--- src/rtl/lstripe_pkg.sv ---
package lstripe_pkg;

  // Control character codes driven with K=1
  localparam logic [7:0] KC_PAD = 8'hF7;
  localparam logic [7:0] KC_IDL = 8'h7C;
  localparam logic [7:0] KC_COM = 8'hBC;
  localparam logic [7:0] KC_SKP = 8'h1C;

  // Source of the symbol time being built this clock
  typedef enum logic [1:0] {
    SRC_NONE = 2'd0,
    SRC_PKT  = 2'd1,
    SRC_IDLE = 2'd2,
    SRC_OS   = 2'd3
  } sym_src_e;

  // Lane count from a code, capped by the build's largest code
  function automatic logic [3:0] lane_count(input logic [1:0] code, input logic [1:0] cap);
    logic [1:0] e;
    e = (code > cap) ? cap : code;
    return 4'(4'd1 << e);
  endfunction

endpackage

--- src/rtl/lstripe_cfg.sv ---
module lstripe_cfg #(
  parameter int MAX_LANES = 8,
  parameter int NW        = 4
) (
  input  logic          clk,
  input  logic          rst,
  input  logic [1:0]    cfg_code,
  output logic [NW-1:0] n_lanes
);
  import lstripe_pkg::*;

  localparam int         LOG_MAX = $clog2(MAX_LANES);
  localparam logic [1:0] MAXC    = 2'(LOG_MAX);

  logic [NW-1:0] n_q;

  always_ff @(posedge clk) begin
    if (rst) n_q <= NW'(lane_count(cfg_code, MAXC));
  end

  assign n_lanes = n_q;


  cfg_hold_chk: assert property (@(posedge clk) disable iff (rst)
    !$past(rst) |-> $stable(n_q));


  cfg_pow2_chk: assert property (@(posedge clk) disable iff (rst)
    $countones(n_q) == 1);

endmodule

--- src/rtl/lstripe_asm.sv ---
module lstripe_asm #(
  parameter int MAX_LANES = 8,
  parameter int NW        = 4,
  parameter int CNTW      = 3
) (
  input  logic                   clk,
  input  logic                   rst,
  input  logic [NW-1:0]          n_lanes,
  input  logic                   take,
  input  logic [7:0]             in_byte,
  input  logic                   in_eop,
  output logic                   emit,
  output logic [MAX_LANES*8-1:0] emit_data,
  output logic [MAX_LANES-1:0]   emit_pad,
  output logic                   boundary,
  output logic                   open_pkt
);
  import lstripe_pkg::*;

  logic [7:0]      slot_q [MAX_LANES];
  logic [CNTW-1:0] cnt_q;
  logic            pend_q;
  logic            open_q;

  logic last_lane;
  logic fill_last;
  logic flush;

  assign last_lane = ({1'b0, cnt_q} == (n_lanes - NW'(1)));
  assign fill_last = take && last_lane;
  assign flush     = !take && pend_q;
  assign emit      = fill_last || flush;
  assign boundary  = !open_q && !pend_q;
  assign open_pkt  = open_q;

  // Per-lane view of the symbol time that would leave this clock
  for (genvar i = 0; i < MAX_LANES; i++) begin : g_lane
    logic held;
    logic fresh;
    assign held  = (CNTW'(i) < cnt_q);
    assign fresh = take && (CNTW'(i) == cnt_q);
    assign emit_data[i*8 +: 8] = held ? slot_q[i] : (fresh ? in_byte : KC_PAD);
    assign emit_pad[i]         = !(held || fresh);
  end

  always_ff @(posedge clk) begin
    if (rst) begin
      cnt_q  <= '0;
      pend_q <= 1'b0;
      open_q <= 1'b0;
    end else if (take) begin
      slot_q[cnt_q] <= in_byte;
      open_q        <= !in_eop;
      if (last_lane) begin
        cnt_q  <= '0;
        pend_q <= 1'b0;
      end else begin
        cnt_q  <= cnt_q + CNTW'(1);
        pend_q <= in_eop;
      end
    end else if (pend_q) begin
      cnt_q  <= '0;
      pend_q <= 1'b0;
    end
  end


  lane_range_chk: assert property (@(posedge clk) disable iff (rst)
    {1'b0, cnt_q} < n_lanes);


  pad_partial_chk: assert property (@(posedge clk) disable iff (rst)
    flush |-> (cnt_q != '0) && !open_q);


  stall_hold_chk: assert property (@(posedge clk) disable iff (rst)
    (open_q && !take && !pend_q) |=> $stable(cnt_q));

endmodule

--- src/rtl/lstripe_os.sv ---
module lstripe_os (
  input  logic clk,
  input  logic rst,
  input  logic os_req,
  input  logic boundary,
  input  logic open_pkt,
  output logic hold,
  output logic os_emit,
  output logic os_is_com
);
  logic       pend_q;
  logic       busy_q;
  logic [1:0] step_q;
  logic       start;

  assign start     = pend_q && boundary && !busy_q;
  assign hold      = busy_q || (pend_q && !open_pkt);
  assign os_emit   = start || busy_q;
  assign os_is_com = start;

  always_ff @(posedge clk) begin
    if (rst) begin
      pend_q <= 1'b0;
      busy_q <= 1'b0;
      step_q <= 2'd0;
    end else begin
      if (os_req)     pend_q <= 1'b1;
      else if (start) pend_q <= 1'b0;
      if (start) begin
        busy_q <= 1'b1;
        step_q <= 2'd1;
      end else if (busy_q) begin
        step_q <= step_q + 2'd1;
        if (step_q == 2'd3) busy_q <= 1'b0;
      end
    end
  end


  os_not_in_pkt_chk: assert property (@(posedge clk) disable iff (rst)
    os_emit |-> !open_pkt);


  com_then_skp_chk: assert property (@(posedge clk) disable iff (rst)
    os_is_com |=> os_emit && !os_is_com);


  hold_over_os_chk: assert property (@(posedge clk) disable iff (rst)
    os_emit |-> hold);

endmodule

--- src/rtl/lstripe_lanes.sv ---
module lstripe_lanes #(
  parameter int MAX_LANES = 8,
  parameter int NW        = 4
) (
  input  logic                    clk,
  input  logic                    rst,
  input  logic [NW-1:0]           n_lanes,
  input  lstripe_pkg::sym_src_e   src,
  input  logic                    os_com,
  input  logic [MAX_LANES*8-1:0]  pkt_data,
  input  logic [MAX_LANES-1:0]    pkt_pad,
  output logic                    out_valid,
  output logic [MAX_LANES*8-1:0]  out_data,
  output logic [MAX_LANES-1:0]    out_k
);
  import lstripe_pkg::*;

  logic                   valid_q;
  logic [MAX_LANES*8-1:0] data_q;
  logic [MAX_LANES-1:0]   k_q;
  logic [MAX_LANES-1:0]   act;
  logic [MAX_LANES-1:0]   same_as0;

  for (genvar i = 0; i < MAX_LANES; i++) begin : g_lane
    logic [7:0] d_nx;
    logic       k_nx;
    assign act[i] = (NW'(i) < n_lanes);

    always_comb begin
      d_nx = 8'h00;
      k_nx = 1'b0;
      if (act[i]) begin
        unique case (src)
          SRC_PKT:  begin d_nx = pkt_data[i*8 +: 8]; k_nx = pkt_pad[i]; end
          SRC_IDLE: begin d_nx = KC_IDL; k_nx = 1'b1; end
          SRC_OS:   begin d_nx = os_com ? KC_COM : KC_SKP; k_nx = 1'b1; end
          default:  begin d_nx = 8'h00; k_nx = 1'b0; end
        endcase
      end
    end

    always_ff @(posedge clk) begin
      if (rst) begin
        data_q[i*8 +: 8] <= 8'h00;
        k_q[i]           <= 1'b0;
      end else begin
        data_q[i*8 +: 8] <= d_nx;
        k_q[i]           <= k_nx;
      end
    end

    assign same_as0[i] = !act[i] || ((k_q[i] == k_q[0]) && (data_q[i*8 +: 8] == data_q[7:0]));
  end

  always_ff @(posedge clk) begin
    if (rst) valid_q <= 1'b0;
    else     valid_q <= (src != SRC_NONE);
  end

  assign out_valid = valid_q;
  assign out_data  = data_q;
  assign out_k     = k_q;


  idle_all_lanes_chk: assert property (@(posedge clk) disable iff (rst)
    (valid_q && k_q[0] && data_q[7:0] == KC_IDL) |-> &same_as0);


  os_uniform_chk: assert property (@(posedge clk) disable iff (rst)
    (valid_q && k_q[0] && (data_q[7:0] == KC_COM || data_q[7:0] == KC_SKP)) |-> &same_as0);


  unused_lanes_zero_chk: assert property (@(posedge clk) disable iff (rst)
    (k_q & ~act) == '0);

endmodule

--- src/rtl/lane_striper.sv ---
module lane_striper #(
  parameter int MAX_LANES = 8
) (
  input  logic                   clk,
  input  logic                   rst,
  input  logic [1:0]             cfg_lanes,
  input  logic                   in_valid,
  input  logic [7:0]             in_data,
  input  logic                   in_sop,
  input  logic                   in_eop,
  output logic                   in_throttle,
  input  logic                   skp_req,
  output logic                   out_valid,
  output logic [MAX_LANES*8-1:0] out_data,
  output logic [MAX_LANES-1:0]   out_k
);
  import lstripe_pkg::*;

  localparam int LOG_MAX = $clog2(MAX_LANES);
  localparam int CNTW    = LOG_MAX;
  localparam int NW      = LOG_MAX + 1;

  logic [NW-1:0]          n_lanes;
  logic                   take;
  logic                   hold;
  logic                   asm_emit;
  logic [MAX_LANES*8-1:0] asm_data;
  logic [MAX_LANES-1:0]   asm_pad;
  logic                   boundary;
  logic                   open_pkt;
  logic                   os_emit;
  logic                   os_com;
  sym_src_e               src;

  assign take        = in_valid && !hold;
  assign in_throttle = hold;

  always_comb begin
    if (os_emit)                 src = SRC_OS;
    else if (asm_emit)           src = SRC_PKT;
    else if (boundary && !take)  src = SRC_IDLE;
    else                         src = SRC_NONE;
  end

  lstripe_cfg #(.MAX_LANES(MAX_LANES), .NW(NW)) u_cfg (
    .clk(clk), .rst(rst), .cfg_code(cfg_lanes), .n_lanes(n_lanes)
  );

  lstripe_asm #(.MAX_LANES(MAX_LANES), .NW(NW), .CNTW(CNTW)) u_asm (
    .clk(clk), .rst(rst), .n_lanes(n_lanes), .take(take),
    .in_byte(in_data), .in_eop(in_eop), .emit(asm_emit),
    .emit_data(asm_data), .emit_pad(asm_pad),
    .boundary(boundary), .open_pkt(open_pkt)
  );

  lstripe_os u_os (
    .clk(clk), .rst(rst), .os_req(skp_req), .boundary(boundary),
    .open_pkt(open_pkt), .hold(hold), .os_emit(os_emit), .os_is_com(os_com)
  );

  lstripe_lanes #(.MAX_LANES(MAX_LANES), .NW(NW)) u_lanes (
    .clk(clk), .rst(rst), .n_lanes(n_lanes), .src(src), .os_com(os_com),
    .pkt_data(asm_data), .pkt_pad(asm_pad),
    .out_valid(out_valid), .out_data(out_data), .out_k(out_k)
  );


  sop_at_boundary_chk: assert property (@(posedge clk) disable iff (rst)
    (take && boundary) |-> in_sop);


  no_take_while_os_chk: assert property (@(posedge clk) disable iff (rst)
    os_emit |-> !take);

endmodule

--- config.mk ---
export PLATFORM = sky130hd
export DESIGN_NAME = lane_striper
export DESIGN_NICKNAME = d
export VERILOG_FILES = /design/src/rtl/lstripe_pkg.sv /design/src/rtl/lstripe_cfg.sv /design/src/rtl/lstripe_asm.sv /design/src/rtl/lstripe_os.sv /design/src/rtl/lstripe_lanes.sv /design/src/rtl/lane_striper.sv
export SDC_FILE = /design/constraint.sdc
export NUM_CORES = 1
export LEC_CHECK = 0
export BUFFER_PORTS_ARGS = -buffer_cell sky130_fd_sc_hd__clkbuf_2
export CAP_MARGIN = 20
export CORE_MARGIN = 2
export CORE_UTILIZATION = 50
export CTS_CLUSTER_DIAMETER = 40
export DETAILED_ROUTE_END_ITERATION = 8
export GPL_ROUTABILITY_DRIVEN = 1
export GPL_TIMING_DRIVEN = 1
export PLACE_DENSITY = 0.73
export SYNTH_ARGS = -nofsm -noshare
export SYNTH_HDL_FRONTEND = slang
export SYNTH_HIERARCHICAL = 1
export SYNTH_SLANG_ARGS = --single-unit
--- constraint.sdc ---
create_clock -name clk -period 3.6 [get_ports clk]
set_input_delay 0.54 -clock clk [delete_from_list [all_inputs] [get_ports clk]]
set_output_delay 0.54 -clock clk [all_outputs]
set_load 0.02 [all_outputs]
==> results.toml <==
[logic_synthesis]
synth-main-ff-cell = "dfxtp_1"
synthXorXnorAreaFrac_pct = 0.474
synth_area_leader_cell = "edfxtp_1"
synth_cell_type_count = 55
synth_common_cells = "dfxtp_1, edfxtp_1, nor2_1"
yosysSeqAreaShare_pct = 62.1
synth_top_family_by_area = "compound AO/OA/AOI/OAI gates"
synthArstFlopShare_pct = 0
synth-simple-area-share_pct = 13.9
synth_compound_area_share_pct = 18.2
yosysMostFrequentCell = "dfxtp_1"
synth_area_leaders = "edfxtp_1, dfxtp_1, o22a_1, nor2_1, nand2_1"
syn_avg_cell_area_um2 = 11.3
synth_edf_count = 60
syn-cell-area_um2 = 5540
synth_mux_area_share_pct = 0.406
synth_fp_nets = 511
synthCells = 489
yosysTopAreaCellShare_pct = 32.5
yosys.area_share.adder_pct = 1.35
synth-seq-cells = 142
yosysWarningCount = 6

[routing]
drc = 0
routed_via_density = 5.61
top_layer = "met4"
initialDrtViolationCount = 334
routed_wl_um = 13100
firstDrtPassIters = 5
wl_per_cell_um = 17.8
wl_met2_um = 6220
vias = 4127
wl_met1_um = 5570
ant_nets = 0
route.met3.wl_um = 992

[clock_tree]
cts.reportedPaths.clkPinSlew_ps = 60
cts_made_buffers = 17
clk_path_buf_depth = 2
htreeDepth = 4
root_buffer = "clkbuf_8"
clkLatencyLatePin_ps = 520
cts_sinks = 142
cts_setup_buffers = 0
ctsResizeCount = 0
cts_tree = "yes"
cts_hold_buf = 0

[place]
port_buffers = 88
dp_hpwl_um = 8500
dp_cells = 703
gp_congestion = 0.829

[status]
status = "finished clean"

[timing]
min_period_ps = 3240
hold-worst-slack_ps = 244
worst_pin_slew_ps = 915
report.final.slew_viol_count = 0
fin_crit_sh_pct = 90.1
timing.fmax_ghz = 0.308
setup_tns_ps = 0
setup_violations = 0
grt_setup_unrepaired = "false"
relSlewSlack_pct = 39.0
clock_skew_ps = 8.10
hold_violations = 0

[floorplan]
start_util_pct = 51.1
rows = 38
fp.dieH_um = 109
io_pins = 90
die_x_um = 109
coreArea_um2 = 10800
die-area_um2 = 11900

[power_and_ir_drop]
p_comb_share_pct = 15.6
swShare_pct = 27.7
vdd_ir_drop_max_v = 0.000250
clkPwrFrac_pct = 39.7
p_leak_nw = 2.69
p_int_w = 0.00298
power_switching_w = 0.00114
seqPwrFrac_pct = 44.7
power_density_nw_per_um2 = 617

[layout]
synthToLayoutAreaGrowth_pct = 20.6
drive_above_1_share_pct = 26.6
n_antenna_cell = 0
fillers = 886
layout.cells.non_filler = 735
fin_nets = 604

[critical_path]
cp-start-kind = "flop"
cp_max_fo = 15
critPathSlowestCell = "edfxtp_1"
r2r_cells = 10
cp.arrival_ps = 3600
worstSetupEndpointType = "flop"
slowest_delay_ps = 540
rr_endpoint = "u_lanes/out_data[13]$_SDFF_PP0_"
crit_path_cell_trace = "inv_1, ha_1, xor2_1, or4b_1, a211oi_2, mux2_1, or2_2, inv_1, o21ai_2, a21boi_0"
ff2ff_setup_slack_ps = 360
crit_required_ps = 3960
crit_top_cell = "inv_1"
crit_type = "flop to flop"
cp_top_family = "compound AO/OA/AOI/OAI gates"
rr_startpoint = "u_cfg/n_lanes[1]$_SDFFCE_PP0P_"
cp_num_buf_inv = 2

[global_route]
grt_max_degree = 33
grt_pass1_wl_um = 20500
antenna_found_initial = 0
grt_overflow = 0
first_global_vias = 3952
track_usage_pct = 23.1

[hold_path]
hold_path_depth = 2
hold_class = "primary input to flop"
min_from = "in_eop"
worst_hold_path.endpoint = "u_asm/open_pkt$_SDFFE_PP0P_"

[run]
drv_cap = 0
[layout make-up]
class	count	area (um2)	share of cell area [%]
well taps	140	175	2.62
inverters	18	70.1	1.05
repair buffers	100	531	7.93
clock buffers	21	459	6.87
flip-flops and latches	142	3440	51.5
multi-input cells	303	1910	28.5
clock inverters	11	103	1.53
[metal layers]
metal	up-vias	GRT usage [%]
met2	187	35.7
li1	1941	-
met3	30	6.76
met1	1969	30.6
met4	0	9.95
met5	-	0
[stage by stage]
step | instance area, um2 | setup slack, ps | total power (W) | util (%)
final | 6690 | 356 | 0.00412 | 61.7
after global routing | 6690 | 175 | 0.00429 | 61.7
after CTS | 6690 | 339 | 0.00415 | 61.7
after detailed placement | 6120 | 355 | 0.00251 | 56.5
after global placement | 6120 | 422 | 0.00250 | 56.5
after floorplan | 5540 | 814 | 0.00230 | -
[registers in the layout, indices dropped and copies added, names as in the netlist]
name,count
u_asm/cnt_q,3
u_asm/open_pkt,1
u_asm/pend_q,1
u_asm/slot_q,56
u_cfg/n_lanes,4
u_lanes/out_data,64
u_lanes/out_k,8
u_lanes/out_valid,1
u_os/busy_q,1
u_os/pend_q,1
u_os/step_q,2
[power groups by stage]
stage	Sequential (W)	Combinational, W	Clock [W]
global placement	0.00187	0.000631	0
floorplan	0.00199	0.000308	0
CTS	0.00184	0.000644	0.00166
detailed placement	0.00188	0.000637	0
finish	0.00184	0.000644	0.00164
global route	0.00185	0.000697	0.00174
[logic make-up after synthesis]
family | Yosys count
AND/OR/NAND/NOR | 159
flip-flops | 142
AO/OA/AOI/OAI | 133
buffers and inverters | 44
adder cells (fa/ha/maj) | 6
XOR/XNOR | 3
multiplexers | 2
[worst max path at each step]
stage	start	endpoint	slack (ps)	depth (start not counted)
3_3_place_gp	u_cfg/n_lanes[1]$_SDFFCE_PP0P_	u_lanes/out_data[13]$_SDFF_PP0_	420	10
3_5_place_dp	u_cfg/n_lanes[1]$_SDFFCE_PP0P_	u_lanes/out_data[13]$_SDFF_PP0_	360	10
6_report	u_cfg/n_lanes[1]$_SDFFCE_PP0P_	u_lanes/out_data[13]$_SDFF_PP0_	360	10
2_1_floorplan	u_cfg/n_lanes[1]$_SDFFCE_PP0P_	u_lanes/out_data[56]$_SDFF_PP0_	810	13
4_1_cts	u_cfg/n_lanes[0]$_SDFFCE_PP0P_	u_lanes/out_data[13]$_SDFF_PP0_	340	10
5_1_grt	u_cfg/n_lanes[1]$_SDFFCE_PP0P_	u_lanes/out_data[13]$_SDFF_PP0_	180	10
[cells in the final DEF (no fill, tap or decap), drive strengths merged, types with 19 or more instances in the layout]
master,instances
clkbuf,109
dfxtp,82
edfxtp,60
nor2,51
o22a,42
nand2,39
a21oi,23
inv,23
o21ai,20
o21a,19
No activity file was read; power rests on OpenSTA's default activity.
